**config.mk**
```make
export PLATFORM = sky130hd
export DESIGN_NAME = async_char_rx
export DESIGN_NICKNAME = d
export VERILOG_FILES = /design/src/rtl/async_rx_pkg.sv /design/src/rtl/rx_frame_fsm.sv /design/src/rtl/rx_status.sv /design/src/rtl/async_char_rx.sv
export SDC_FILE = /design/constraint.sdc
export NUM_CORES = 1
export LEC_CHECK = 0
export BUFFER_PORTS_ARGS = -buffer_cell sky130_fd_sc_hd__buf_2
export CAP_MARGIN = 20
export CORE_ASPECT_RATIO = 1.25
export CORE_UTILIZATION = 64
export CTS_BUF_LIST = sky130_fd_sc_hd__clkbuf_4 sky130_fd_sc_hd__clkbuf_8
export DETAILED_ROUTE_END_ITERATION = 8
export MAX_ROUTING_LAYER = met4
export PLACE_DENSITY = 0.87
export SYNTH_ARGS = -nofsm -noshare
export SYNTH_HDL_FRONTEND = slang
export SYNTH_SLANG_ARGS = --single-unit
```
**constraint.sdc**
```tcl
create_clock -name clk -period 3.15 [get_ports clk]
set_input_delay 0.315 -clock clk [delete_from_list [all_inputs] [get_ports clk]]
set_output_delay 0.315 -clock clk [all_outputs]
set_load 0.01 [all_outputs]
```
**src/rtl/async_rx_pkg.sv**
```systemverilog
package async_rx_pkg;

    localparam int unsigned DW   = 8;
    localparam int unsigned IDXW = $clog2(DW);

    typedef struct packed {
        logic [1:0] len_sel;
        logic       par_off;
        logic       par_even;
    } rx_cfg_t;

    localparam rx_cfg_t CFG_RESET = '{len_sel: 2'b11, par_off: 1'b1, par_even: 1'b0};

    typedef enum logic [2:0] {
        ST_IDLE,
        ST_START,
        ST_DATA,
        ST_PAR,
        ST_STOP
    } rx_state_e;

    typedef struct packed {
        logic par_err;
        logic frm_err;
        logic ovr_err;
    } rx_flags_t;

    // number of data bits for a length code
    function automatic logic [3:0] char_len(input logic [1:0] sel);
        return 4'd5 + {2'b00, sel};
    endfunction

    // right-justify a character that was shifted in from the top
    function automatic logic [DW-1:0] align_char(input logic [DW-1:0] sh, input logic [3:0] n);
        return sh >> (4'(DW) - n);
    endfunction

    // 1 when the ones count of data plus parity bit breaks the selected sense
    function automatic logic parity_bad(input logic acc, input logic pbit, input logic even);
        return acc ^ pbit ^ ~even;
    endfunction

endpackage

```
**src/rtl/rx_frame_fsm.sv**
```systemverilog
module rx_frame_fsm
    import async_rx_pkg::*;
#(
    parameter int unsigned OSR = 16
) (
    input  logic          clk,
    input  logic          rst,
    input  logic          line,
    input  rx_cfg_t       cfg,
    output logic          done,
    output logic [DW-1:0] char_o,
    output logic          par_bad,
    output logic          stop_bad
);
    localparam int unsigned CW = $clog2(OSR);
    localparam logic [CW-1:0] MID  = CW'(OSR / 2 - 1);
    localparam logic [CW-1:0] LAST = CW'(OSR - 1);

    rx_state_e      st;
    logic [CW-1:0]  tick;
    logic [IDXW-1:0] idx;
    logic [DW-1:0]  shreg;
    logic           acc;
    logic           perr_q;
    logic           sample;
    logic [3:0]     nbits;

    assign sample = (tick == LAST);
    assign nbits  = char_len(cfg.len_sel);

    always_ff @(posedge clk) begin
        if (rst) begin
            st     <= ST_IDLE;
            tick   <= '0;
            idx    <= '0;
            shreg  <= '0;
            acc    <= 1'b0;
            perr_q <= 1'b0;
        end else begin
            case (st)
                ST_IDLE: begin
                    if (!line) begin
                        st     <= ST_START;
                        tick   <= '0;
                        idx    <= '0;
                        acc    <= 1'b0;
                        perr_q <= 1'b0;
                    end
                end
                ST_START: begin
                    if (tick == MID) begin
                        tick <= '0;
                        st   <= line ? ST_IDLE : ST_DATA;
                    end else begin
                        tick <= tick + 1'b1;
                    end
                end
                ST_DATA: begin
                    tick <= sample ? '0 : tick + 1'b1;
                    if (sample) begin
                        shreg <= {line, shreg[DW-1:1]};
                        acc   <= acc ^ line;
                        if ({1'b0, idx} == nbits - 4'd1)
                            st <= cfg.par_off ? ST_STOP : ST_PAR;
                        else
                            idx <= idx + 1'b1;
                    end
                end
                ST_PAR: begin
                    tick <= sample ? '0 : tick + 1'b1;
                    if (sample) begin
                        perr_q <= parity_bad(acc, line, cfg.par_even);
                        st     <= ST_STOP;
                    end
                end
                ST_STOP: begin
                    tick <= sample ? '0 : tick + 1'b1;
                    if (sample) st <= ST_IDLE;
                end
                default: st <= ST_IDLE;
            endcase
        end
    end

    assign done     = (st == ST_STOP) && sample;
    assign stop_bad = ~line;
    assign par_bad  = perr_q;
    assign char_o   = align_char(shreg, nbits);

    // a completion is a single-cycle event
    a_r7_done_single: assert property (@(posedge clk) disable iff (rst)
        done |=> !done);

endmodule

```
**src/rtl/rx_status.sv**
```systemverilog
module rx_status
    import async_rx_pkg::*;
(
    input  logic          clk,
    input  logic          rst,
    input  logic          done,
    input  logic [DW-1:0] char_i,
    input  logic          par_bad,
    input  logic          stop_bad,
    input  logic          clr,
    output logic [DW-1:0] data_o,
    output logic          ready_o,
    output rx_flags_t     flags_o
);
    always_ff @(posedge clk) begin
        if (rst) begin
            data_o  <= '0;
            ready_o <= 1'b0;
            flags_o <= '0;
        end else if (done) begin
            data_o          <= char_i;
            ready_o         <= 1'b1;
            flags_o.par_err <= par_bad;
            flags_o.frm_err <= stop_bad;
            flags_o.ovr_err <= ready_o & ~clr;
        end else if (clr) begin
            ready_o <= 1'b0;
        end
    end

    // completion raises ready
    a_r7_ready_set: assert property (@(posedge clk) disable iff (rst)
        done |=> ready_o);

    // clear without completion drops ready
    a_r7_ready_clr: assert property (@(posedge clk) disable iff (rst)
        (clr && !done) |=> !ready_o);

    // completion on top of pending data flags overrun
    a_r8_overrun: assert property (@(posedge clk) disable iff (rst)
        (done && ready_o && !clr) |=> flags_o.ovr_err);

    // error flags hold between completions
    a_r7_flags_hold: assert property (@(posedge clk) disable iff (rst)
        !done |=> $stable(flags_o));

endmodule

```
**src/rtl/async_char_rx.sv**
```systemverilog
module async_char_rx
    import async_rx_pkg::*;
#(
    parameter int unsigned OSR = 16
) (
    input  logic       clk,
    input  logic       rst,
    input  logic       cfg_load,
    input  logic [1:0] cfg_len,
    input  logic       cfg_par_off,
    input  logic       cfg_par_even,
    input  logic       rx_line,
    input  logic       rd_clr,
    output logic [7:0] rx_data,
    output logic       rx_ready,
    output logic       err_parity,
    output logic       err_frame,
    output logic       err_overrun
);
    rx_cfg_t       cfg_q;
    logic          line_q;
    logic          done;
    logic [DW-1:0] char_w;
    logic          par_bad;
    logic          stop_bad;
    rx_flags_t     flags;
    logic [3:0]    nbits_w;

    always_ff @(posedge clk) begin
        if (rst) begin
            cfg_q  <= CFG_RESET;
            line_q <= 1'b1;
        end else begin
            line_q <= rx_line;
            if (cfg_load)
                cfg_q <= '{len_sel: cfg_len, par_off: cfg_par_off, par_even: cfg_par_even};
        end
    end

    assign nbits_w = char_len(cfg_q.len_sel);

    rx_frame_fsm #(.OSR(OSR)) u_fsm (
        .clk      (clk),
        .rst      (rst),
        .line     (line_q),
        .cfg      (cfg_q),
        .done     (done),
        .char_o   (char_w),
        .par_bad  (par_bad),
        .stop_bad (stop_bad)
    );

    rx_status u_stat (
        .clk      (clk),
        .rst      (rst),
        .done     (done),
        .char_i   (char_w),
        .par_bad  (par_bad),
        .stop_bad (stop_bad),
        .clr      (rd_clr),
        .data_o   (rx_data),
        .ready_o  (rx_ready),
        .flags_o  (flags)
    );

    assign err_parity  = flags.par_err;
    assign err_frame   = flags.frm_err;
    assign err_overrun = flags.ovr_err;

    // format changes only on a load strobe
    a_r9_cfg_hold: assert property (@(posedge clk) disable iff (rst)
        !cfg_load |=> $stable(cfg_q));

    // bits above the character length read zero after completion
    a_r1_upper_zero: assert property (@(posedge clk) disable iff (rst)
        done |=> ((rx_data >> $past(nbits_w)) == 8'h00));

endmodule

```
==> results of run 1 <==
-- layout make-up --
cell class	count	share of cell area (%)
inverters	4	0.774
repair buffers	20	5.16
clock buffers	6	2.65
multi-input cells	150	49.2
flip-flops and latches	37	38.2
well taps	33	2.13
clock inverters	2	1.94
-- per-stage QoR --
step	hold WS (ns)	worst slack, ns	area, µm²
2_1_floorplan	0.419	1.59	1760
3_3_place_gp	0.438	1.25	1850
3_5_place_dp	0.446	1.17	1850
4_1_cts	0.144	1.15	1940
5_1_grt	0.156	1.01	1940
6_report	0.152	1.13	1940
-- worst paths after layout --
kind	from	end	slack [ns]
setup / recovery	u_fsm.st[1]$_SDFFE_PP0P_	u_fsm.acc$_SDFFE_PP0P_	1.13
hold / removal	rx_line	line_q$_SDFF_PP1_	0.15
setup reg to reg	u_fsm.st[1]$_SDFFE_PP0P_	u_fsm.acc$_SDFFE_PP0P_	1.13
hold reg to reg	u_stat.data_o[0]$_SDFFE_PP0P_	u_stat.data_o[0]$_SDFFE_PP0P_	0.46
-- power by group --
| group | internal [mW] | switching (mW) |
|---|---|---|
| Sequential | 0.483 | 0.0360 |
| Clock | 0.189 | 0.161 |
| Combinational | 0.0523 | 0.0598 |
-- registers in the layout, indices dropped and copies added, names as in the netlist --
signal / flops
u_fsm.tick: 4
line_q: 1
u_stat.data_o: 8
u_fsm.shreg: 8
u_fsm.par_bad: 1
u_fsm.st: 3
cfg_q: 4
u_stat.ready_o: 1
u_stat.flags_o: 3
u_fsm.idx: 3
u_fsm.acc: 1
-- critical path, cell delays in order, from the launching register on --
cell,delay (ns)
dfxtp_1,0.55
or3b_4,0.46
nor2_1,0.53
o221a_2,0.31
nor3_1,0.04
-- synth_stat cells (3+ instances only) --
library cell | count | share of area [%]
a21oi_1 | 27 | 7.7
a32oi_1 | 3 | 1.5
buf_2 | 4 | 1.1
clkbuf_1 | 7 | 1.5
dfxtp_1 | 37 | 42
inv_1 | 4 | 0.85
mux2i_1 | 12 | 6.8
nand2_1 | 42 | 8.9
nand3_1 | 4 | 1.1
nor2_1 | 11 | 2.3
nor3_1 | 4 | 1.1
nor3b_1 | 3 | 1.3
o21ai_0 | 3 | 0.85
xnor2_1 | 4 | 2.0
-- metal layers --
layer / GRT usage [%] / vias up / share of wire [%]
li1: - / 759 / -
met2: 48.2 / 34 / 54
met5: - / - / 0
met4: 10.1 / 0 / 1.3
met3: 5.51 / 6 / 4.1
met1: 30.7 / 733 / 41
-- logic make-up (layout without fill, tap and decap cells) --
kind of cell,count (synthesis),in the layout,share of synthesized area (%)
AO/OA/AOI/OAI,50,50,19.7
XOR/XNOR,5,5,2.48
buffers and inverters,17,32,3.90
AND/OR/NAND/NOR,78,78,20.4
flip-flops,37,37,42.0
multiplexers,15,15,10.0
adder cells (fa/ha/maj),2,2,1.42
==> results.json, run 1 <==
{
  "routed_wl_um": 3600,
  "final_common_cell": "nand2_1",
  "grt_pass1_vias": 1273,
  "cts.clk_slew.worst_paths_ns": 0.12,
  "worst_hold_path.num_cells": 2,
  "grtUsageTotal_pct": 27.2,
  "dieArea_um2": 2970,
  "synth.avg_cell_area_um2": 8.64,
  "cts_max_level": 2,
  "powerDensity_nw_per_um2": 506,
  "drt_iter0_drc": 66,
  "place_inst": 244,
  "synth-async-reset-ratio_pct": 0,
  "syn_inst": 204,
  "post_drt_via_cell_ratio": 6.08,
  "multi_input_area_um2": 953,
  "overflow": 0,
  "relSlewSlack_pct": 29.7,
  "antennaDiodeCount": 0,
  "min_path_type": "in -> reg",
  "cts_hold_buf": 0,
  "tightest_slew_ns": 1.05,
  "antenna_found_initial": 0,
  "tns_ns": 0,
  "setup_violations": 0,
  "root_buffer": "clkbuf_4",
  "power.leakage_nw": 0.763,
  "dieHeight_um": 60.7,
  "start_kind": "flip-flop",
  "fin_skew_ns": 0.00995,
  "ys_ff_latch": 37,
  "cts_made_buffers": 5,
  "reg2regPathDepth": 4,
  "fmax_mhz": 496,
  "cp-end-kind": "flip-flop",
  "grt_pass1_wl_um": 5840,
  "final_cells": 252,
  "start_util_pct": 69.8,
  "finalWeightedCongestion": 0.781,
  "crit_type": "reg -> reg",
  "drt_pre_antenna_iters": 4,
  "p_total_mw": 0.981,
  "drv_cap": 0,
  "synthToLayoutAreaGrowth_pct": 10.0,
  "final_cell_mix": "nand2_1, dfxtp_1, a21oi_1, buf_2, mux2i_1",
  "synthFlopType": "dfxtp_1",
  "ios": 21,
  "synth_edf_count": 0,
  "synth_area_um2": 1760,
  "ys_seq_area_share_pct": 42.0,
  "drc": 0,
  "worstPathMaxFanout": 14,
  "clock-sinks": 37,
  "io_buffers": 20,
  "coreArea_um2": 2530,
  "hold_viol_final": 0,
  "ctsResizeCount": 0,
  "vias": 1532,
  "required_ns": 3.38,
  "ant_nets": 0,
  "cts_setup_buffers": 0,
  "clk_latency_ns": 0.35,
  "row_count": 20,
  "rsz0062_at_grt": "no",
  "arrival_ns": 2.25,
  "syn_nets": 215,
  "run_status": "complete, no violations",
  "cts_tree": "yes",
  "period_share_pct": 64.0,
  "dp.final_hpwl_um": 2620,
  "cts_buffer_depth": 2,
  "wl_per_cell_um": 14.3,
  "fp.dieW_um": 48.9,
  "maxSlewViolCount": 0,
  "layout.nets": 229,
  "layout-drive-gt1-share_pct": 16.9,
  "period_needed_ns": 2.02,
  "utilization_pct": 76.7,
  "synth_cell_types": 45,
  "yosys_warnings": 0,
  "vdd_drop_max_mv": 0.334,
  "fill_cells": 177,
  "register_area_um2": 741,
  "grt_max_degree": 36
}
No activity file was read; power rests on OpenSTA's default activity.
==> run 2, diff against run 1 <==
Settings changed: CORE_UTILIZATION 64 to 59, PLACE_DENSITY 0.87 to 0.81.
Clock period 3.15 ns to 1.9 ns, I/O delays scaled along.
==> results.json, run 2 (synthesized netlist as in run 1, its figures left out) <==
{
  "run_status": "complete, no violations",
  "crit_type": "reg -> reg",
  "switchingPower_mw": 0.413,
  "drv_cap": 0,
  "grt_pass1_wl_um": 6640,
  "grt_pass1_vias": 1508,
  "cp-end-kind": "flip-flop",
  "vias": 1557,
  "fp.dieW_um": 50.9,
  "cts_made_buffers": 5,
  "post_drt_via_cell_ratio": 5.97,
  "rsz0062_at_grt": "no",
  "antennaDiodeCount": 0,
  "drt_iter0_drc": 40,
  "required_ns": 2.15,
  "antenna_found_initial": 0,
  "min_path_type": "in -> reg",
  "tightest_slew_ns": 0.428,
  "p_int_mw": 1.10,
  "vdd_drop_max_mv": 0.635,
  "row_count": 21,
  "swShare_pct": 27.3,
  "grtUsageTotal_pct": 28.2,
  "overflow": 0,
  "worstPathMaxFanout": 10,
  "cts_hold_buf": 0,
  "finalWeightedCongestion": 0.807,
  "relSlewSlack_pct": 71.3,
  "routed_wl_um": 3730,
  "final_common_cell": "nand2_1",
  "layout.nets": 238,
  "hold_viol_final": 0,
  "ctsResizeCount": 0,
  "cts_tree": "yes",
  "p_total_mw": 1.51,
  "reg2regPathDepth": 4,
  "cts_setup_buffers": 0,
  "power.leakage_nw": 0.799,
  "power_frac_comb_pct": 16.0,
  "drt_pre_antenna_iters": 4,
  "start_kind": "flip-flop",
  "ios": 21,
  "register_area_um2": 741,
  "r2r-start": "u_fsm.st[1]$_SDFFE_PP0P_",
  "cts.clk_slew.worst_paths_ns": 0.10,
  "clk_latency_ns": 0.35,
  "wl_per_cell_um": 14.3,
  "final_cell_mix": "nand2_1, dfxtp_1, a21oi_1, buf_2, mux2i_1",
  "grt_max_degree": 24,
  "top_regs": "u_fsm.shreg (8), u_stat.data_o (8)",
  "tns_ns": 0,
  "cts_buffer_depth": 2,
  "synthToLayoutAreaGrowth_pct": 12.2,
  "hold_start": "rx_line",
  "coreArea_um2": 2760,
  "hold_end": "line_q$_SDFF_PP1_",
  "worstReg2RegEnd": "u_fsm.idx[2]$_SDFFE_PP0P_",
  "ant_nets": 0,
  "fmax_mhz": 563,
  "rrSetupSlack_ns": 0.12,
  "multi_input_area_um2": 953,
  "dieArea_um2": 3210,
  "clock-sinks": 37,
  "fin_skew_ns": 0.00331,
  "io_buffers": 20,
  "dieHeight_um": 63.1,
  "cts_max_level": 2,
  "start_util_pct": 63.9,
  "arrival_ns": 2.03,
  "worst_hold_path.num_cells": 2,
  "layout-drive-gt1-share_pct": 19.8,
  "drc": 0,
  "setup_violations": 0,
  "period_share_pct": 93.5,
  "root_buffer": "clkbuf_4",
  "fill_cells": 222,
  "powerDensity_nw_per_um2": 763,
  "p_clk_share_pct": 28.7,
  "maxSlewViolCount": 0,
  "period_needed_ns": 1.78,
  "power_frac_seq_pct": 55.3,
  "dp.final_hpwl_um": 2750
}
run 2: cell types whose count changed in the layout (fill, tap and decap cells not counted), sizes merged:
cell	delta
clkinvlp	-1
buf	+9
clkbuf	+1
bufinv	-1
run 2: cell type report:
class | instances | area share [%]
sequential | 37 | 37.4
multi-input combinational | 150 | 48.2
timing repair buffer | 29 | 8.48
tap | 34 | 2.15
inverter | 4 | 0.759
clock buffer | 7 | 2.97
run 2: power by group through the flow:
stage	Clock [mW]	Combinational [mW]	Sequential (mW)
5_1_grt	0.474	0.267	0.840
2_1_floorplan	0	0.185	0.839
4_1_cts	0.443	0.241	0.834
3_5_place_dp	0	0.242	0.852
6_report	0.434	0.241	0.835
3_3_place_gp	0	0.227	0.848
run 2: worst max-delay path by stage:
| stage | from | to |
|---|---|---|
| final | u_fsm.st[1]$_SDFFE_PP0P_ | u_fsm.idx[2]$_SDFFE_PP0P_ |
| after global routing | u_fsm.tick[0]$_SDFFE_PP0P_ | u_fsm.idx[2]$_SDFFE_PP0P_ |
| after CTS | u_fsm.tick[0]$_SDFFE_PP0P_ | u_fsm.idx[2]$_SDFFE_PP0P_ |
| after detailed placement | u_fsm.tick[0]$_SDFFE_PP0P_ | u_fsm.idx[2]$_SDFFE_PP0P_ |
| after global placement | u_fsm.tick[0]$_SDFFE_PP0P_ | u_fsm.idx[2]$_SDFFE_PP0P_ |
| after floorplan | u_fsm.tick[0]$_SDFFE_PP0P_ | u_fsm.idx[2]$_SDFFE_PP0P_ |
run 2: per-stage QoR:
stage	util (%)	std cells	setup WS (ns)	hold WS, ns	instance area [µm²]
finish	71.7	261	0.124	0.0174	1980
floorplan	-	204	0.343	0.294	1760
CTS	71.7	261	0.135	0.00602	1980
detailed placement	69.6	254	0.152	0.379	1920
global placement	69.6	254	0.242	0.373	1920
global route	71.7	261	0.00337	0.0105	1980
run 2: worst max-delay path: stages (launching register included):
cell and delay, ns:
dfxtp_1 0.50, or3b_4 0.46, a311oi_4 0.37, a2111oi_1 0.14, a41o_1 0.21
run 2: per-layer routing:
layer  share of wire (%)  track usage (%)  up-vias
met4                 2.4             12.2        0
met2                  53             47.3       38
met3                 3.8             7.49        9
met5                   0                -        -
li1                    -                -      775
met1                  41             30.8      735
==> run 3, diff against run 2 <==
Settings changed: CORE_UTILIZATION 59 to 32, PLACE_DENSITY 0.81 to not set, SLEW_MARGIN set to 20.
==> results.json, run 3 (synthesized netlist as in run 1, its figures left out) <==
{
  "crit_type": "reg -> reg",
  "drt_pre_antenna_iters": 4,
  "clock-sinks": 37,
  "vdd_drop_max_mv": 0.311,
  "wl_per_cell_um": 13.3,
  "cts_hold_buf": 0,
  "drt_iter0_drc": 57,
  "top_regs": "u_fsm.shreg (8), u_stat.data_o (8)",
  "start_kind": "flip-flop",
  "period_needed_ns": 1.68,
  "run_status": "complete, no violations",
  "routed_wl_um": 3880,
  "layout.nets": 240,
  "powerDensity_nw_per_um2": 790,
  "period_share_pct": 88.3,
  "dp.final_hpwl_um": 2820,
  "tightest_slew_ns": 0.436,
  "dieArea_um2": 5810,
  "antennaDiodeCount": 0,
  "cp-end-kind": "flip-flop",
  "min_path_type": "in -> reg",
  "tns_ns": 0,
  "io_buffers": 20,
  "drc": 0,
  "fp.dieW_um": 68.4,
  "cts_tree": "yes",
  "fmax_mhz": 596,
  "rrSetupSlack_ns": 0.22,
  "setup_violations": 0,
  "ant_nets": 0,
  "grt_pass1_vias": 1456,
  "final_cell_mix": "nand2_1, dfxtp_1, a21oi_1, buf_2, mux2i_1",
  "power.leakage_nw": 0.817,
  "hold_viol_final": 0,
  "finalWeightedCongestion": 0.796,
  "cts_buffer_depth": 2,
  "layout-drive-gt1-share_pct": 20.9,
  "grtUsageTotal_pct": 15.4,
  "arrival_ns": 1.90,
  "coreArea_um2": 5190,
  "vias": 1499,
  "final_common_cell": "nand2_1",
  "fill_cells": 545,
  "drv_cap": 0,
  "cts_max_level": 2,
  "start_util_pct": 34.0,
  "cts.clk_slew.worst_paths_ns": 0.08,
  "utilization_pct": 39.6,
  "rsz0062_at_grt": "no",
  "synthToLayoutAreaGrowth_pct": 16.6,
  "ios": 21,
  "fin_skew_ns": 0.00640,
  "antenna_found_initial": 0,
  "root_buffer": "clkbuf_8",
  "clk_latency_ns": 0.29,
  "overflow": 0,
  "worstPathMaxFanout": 5,
  "grt_pass1_wl_um": 6590,
  "cts_setup_buffers": 0,
  "relSlewSlack_pct": 70.2,
  "maxSlewViolCount": 0,
  "cts_made_buffers": 5,
  "ctsResizeCount": 0,
  "row_count": 29,
  "required_ns": 2.12,
  "post_drt_via_cell_ratio": 5.13,
  "dieHeight_um": 85.0,
  "grt_max_degree": 24
}
==> run 3: changes by cell type in the layout (fill, tap and decap cells not counted), sizes merged <==
cell / delta
clkbuf: -2
buf: +2
clkinv: +2
clkinvlp: +1
==> run 3: report_power, final <==
| part | internal [mW] | total, mW | switching (mW) |
|---|---|---|---|
| Sequential | 0.801 | 0.832 | 0.0309 |
| Combinational | 0.118 | 0.252 | 0.134 |
| Clock | 0.253 | 0.541 | 0.287 |
==> run 3: worst paths after layout <==
path / start / end / cells past startpoint
setup / recovery: u_fsm.tick[0]$_SDFFE_PP0P_ / u_stat.data_o[5]$_SDFFE_PP0P_ / 6
hold / removal: rx_line / line_q$_SDFF_PP1_ / 2
setup reg to reg: u_fsm.tick[0]$_SDFFE_PP0P_ / u_stat.data_o[5]$_SDFFE_PP0P_ / 6
hold reg to reg: u_stat.data_o[0]$_SDFFE_PP0P_ / u_stat.data_o[0]$_SDFFE_PP0P_ / 2
==> run 3: final cells by class <==
type,count,area (µm²),area share (%)
Inverter,4,15.0,0.730
Clock buffer,5,68.8,3.35
Sequential cell,37,741,36.0
Timing Repair Buffer,31,183,8.89
Clock inverter,3,17.5,0.852
Tap cell,62,77.6,3.77
Multi-Input combinational cell,150,953,46.4
==> run 3: per-layer routing <==
| layer | share of wire [%] | routed length, µm | up-vias | GRT usage [%] |
|---|---|---|---|---|
| li1 | - | - | 777 | - |
| met1 | 48 | 1850 | 692 | 17.9 |
| met2 | 49 | 1890 | 24 | 25.6 |
| met3 | 2.3 | 90 | 6 | 3.63 |
| met4 | 1.2 | 46 | 0 | 4.55 |
| met5 | 0 | 0 | - | - |
==> run 3: critical path, cell delays in order, from the launching register on <==
cell and delay, ns:
dfxtp_1 0.37, ha_1 0.24, nand3_1 0.23, buf_4 0.22, a2111oi_0 0.35, a21oi_1 0.08
nor2_1 0.12
==> run 3: metrics by stage <==
stage          cells  hold WS [ns]  worst slack [ns]  cell area, µm²  power, mW
6_report         292        0.0819             0.222            2060       1.62
4_1_cts          292        0.0726             0.231            2060       1.65
5_1_grt          292        0.0731            0.0797            2060       1.71
2_1_floorplan    204         0.294             0.343            1760       1.02
3_5_place_dp     284         0.376             0.247            1970       1.10
3_3_place_gp     284         0.373             0.302            1970       1.10
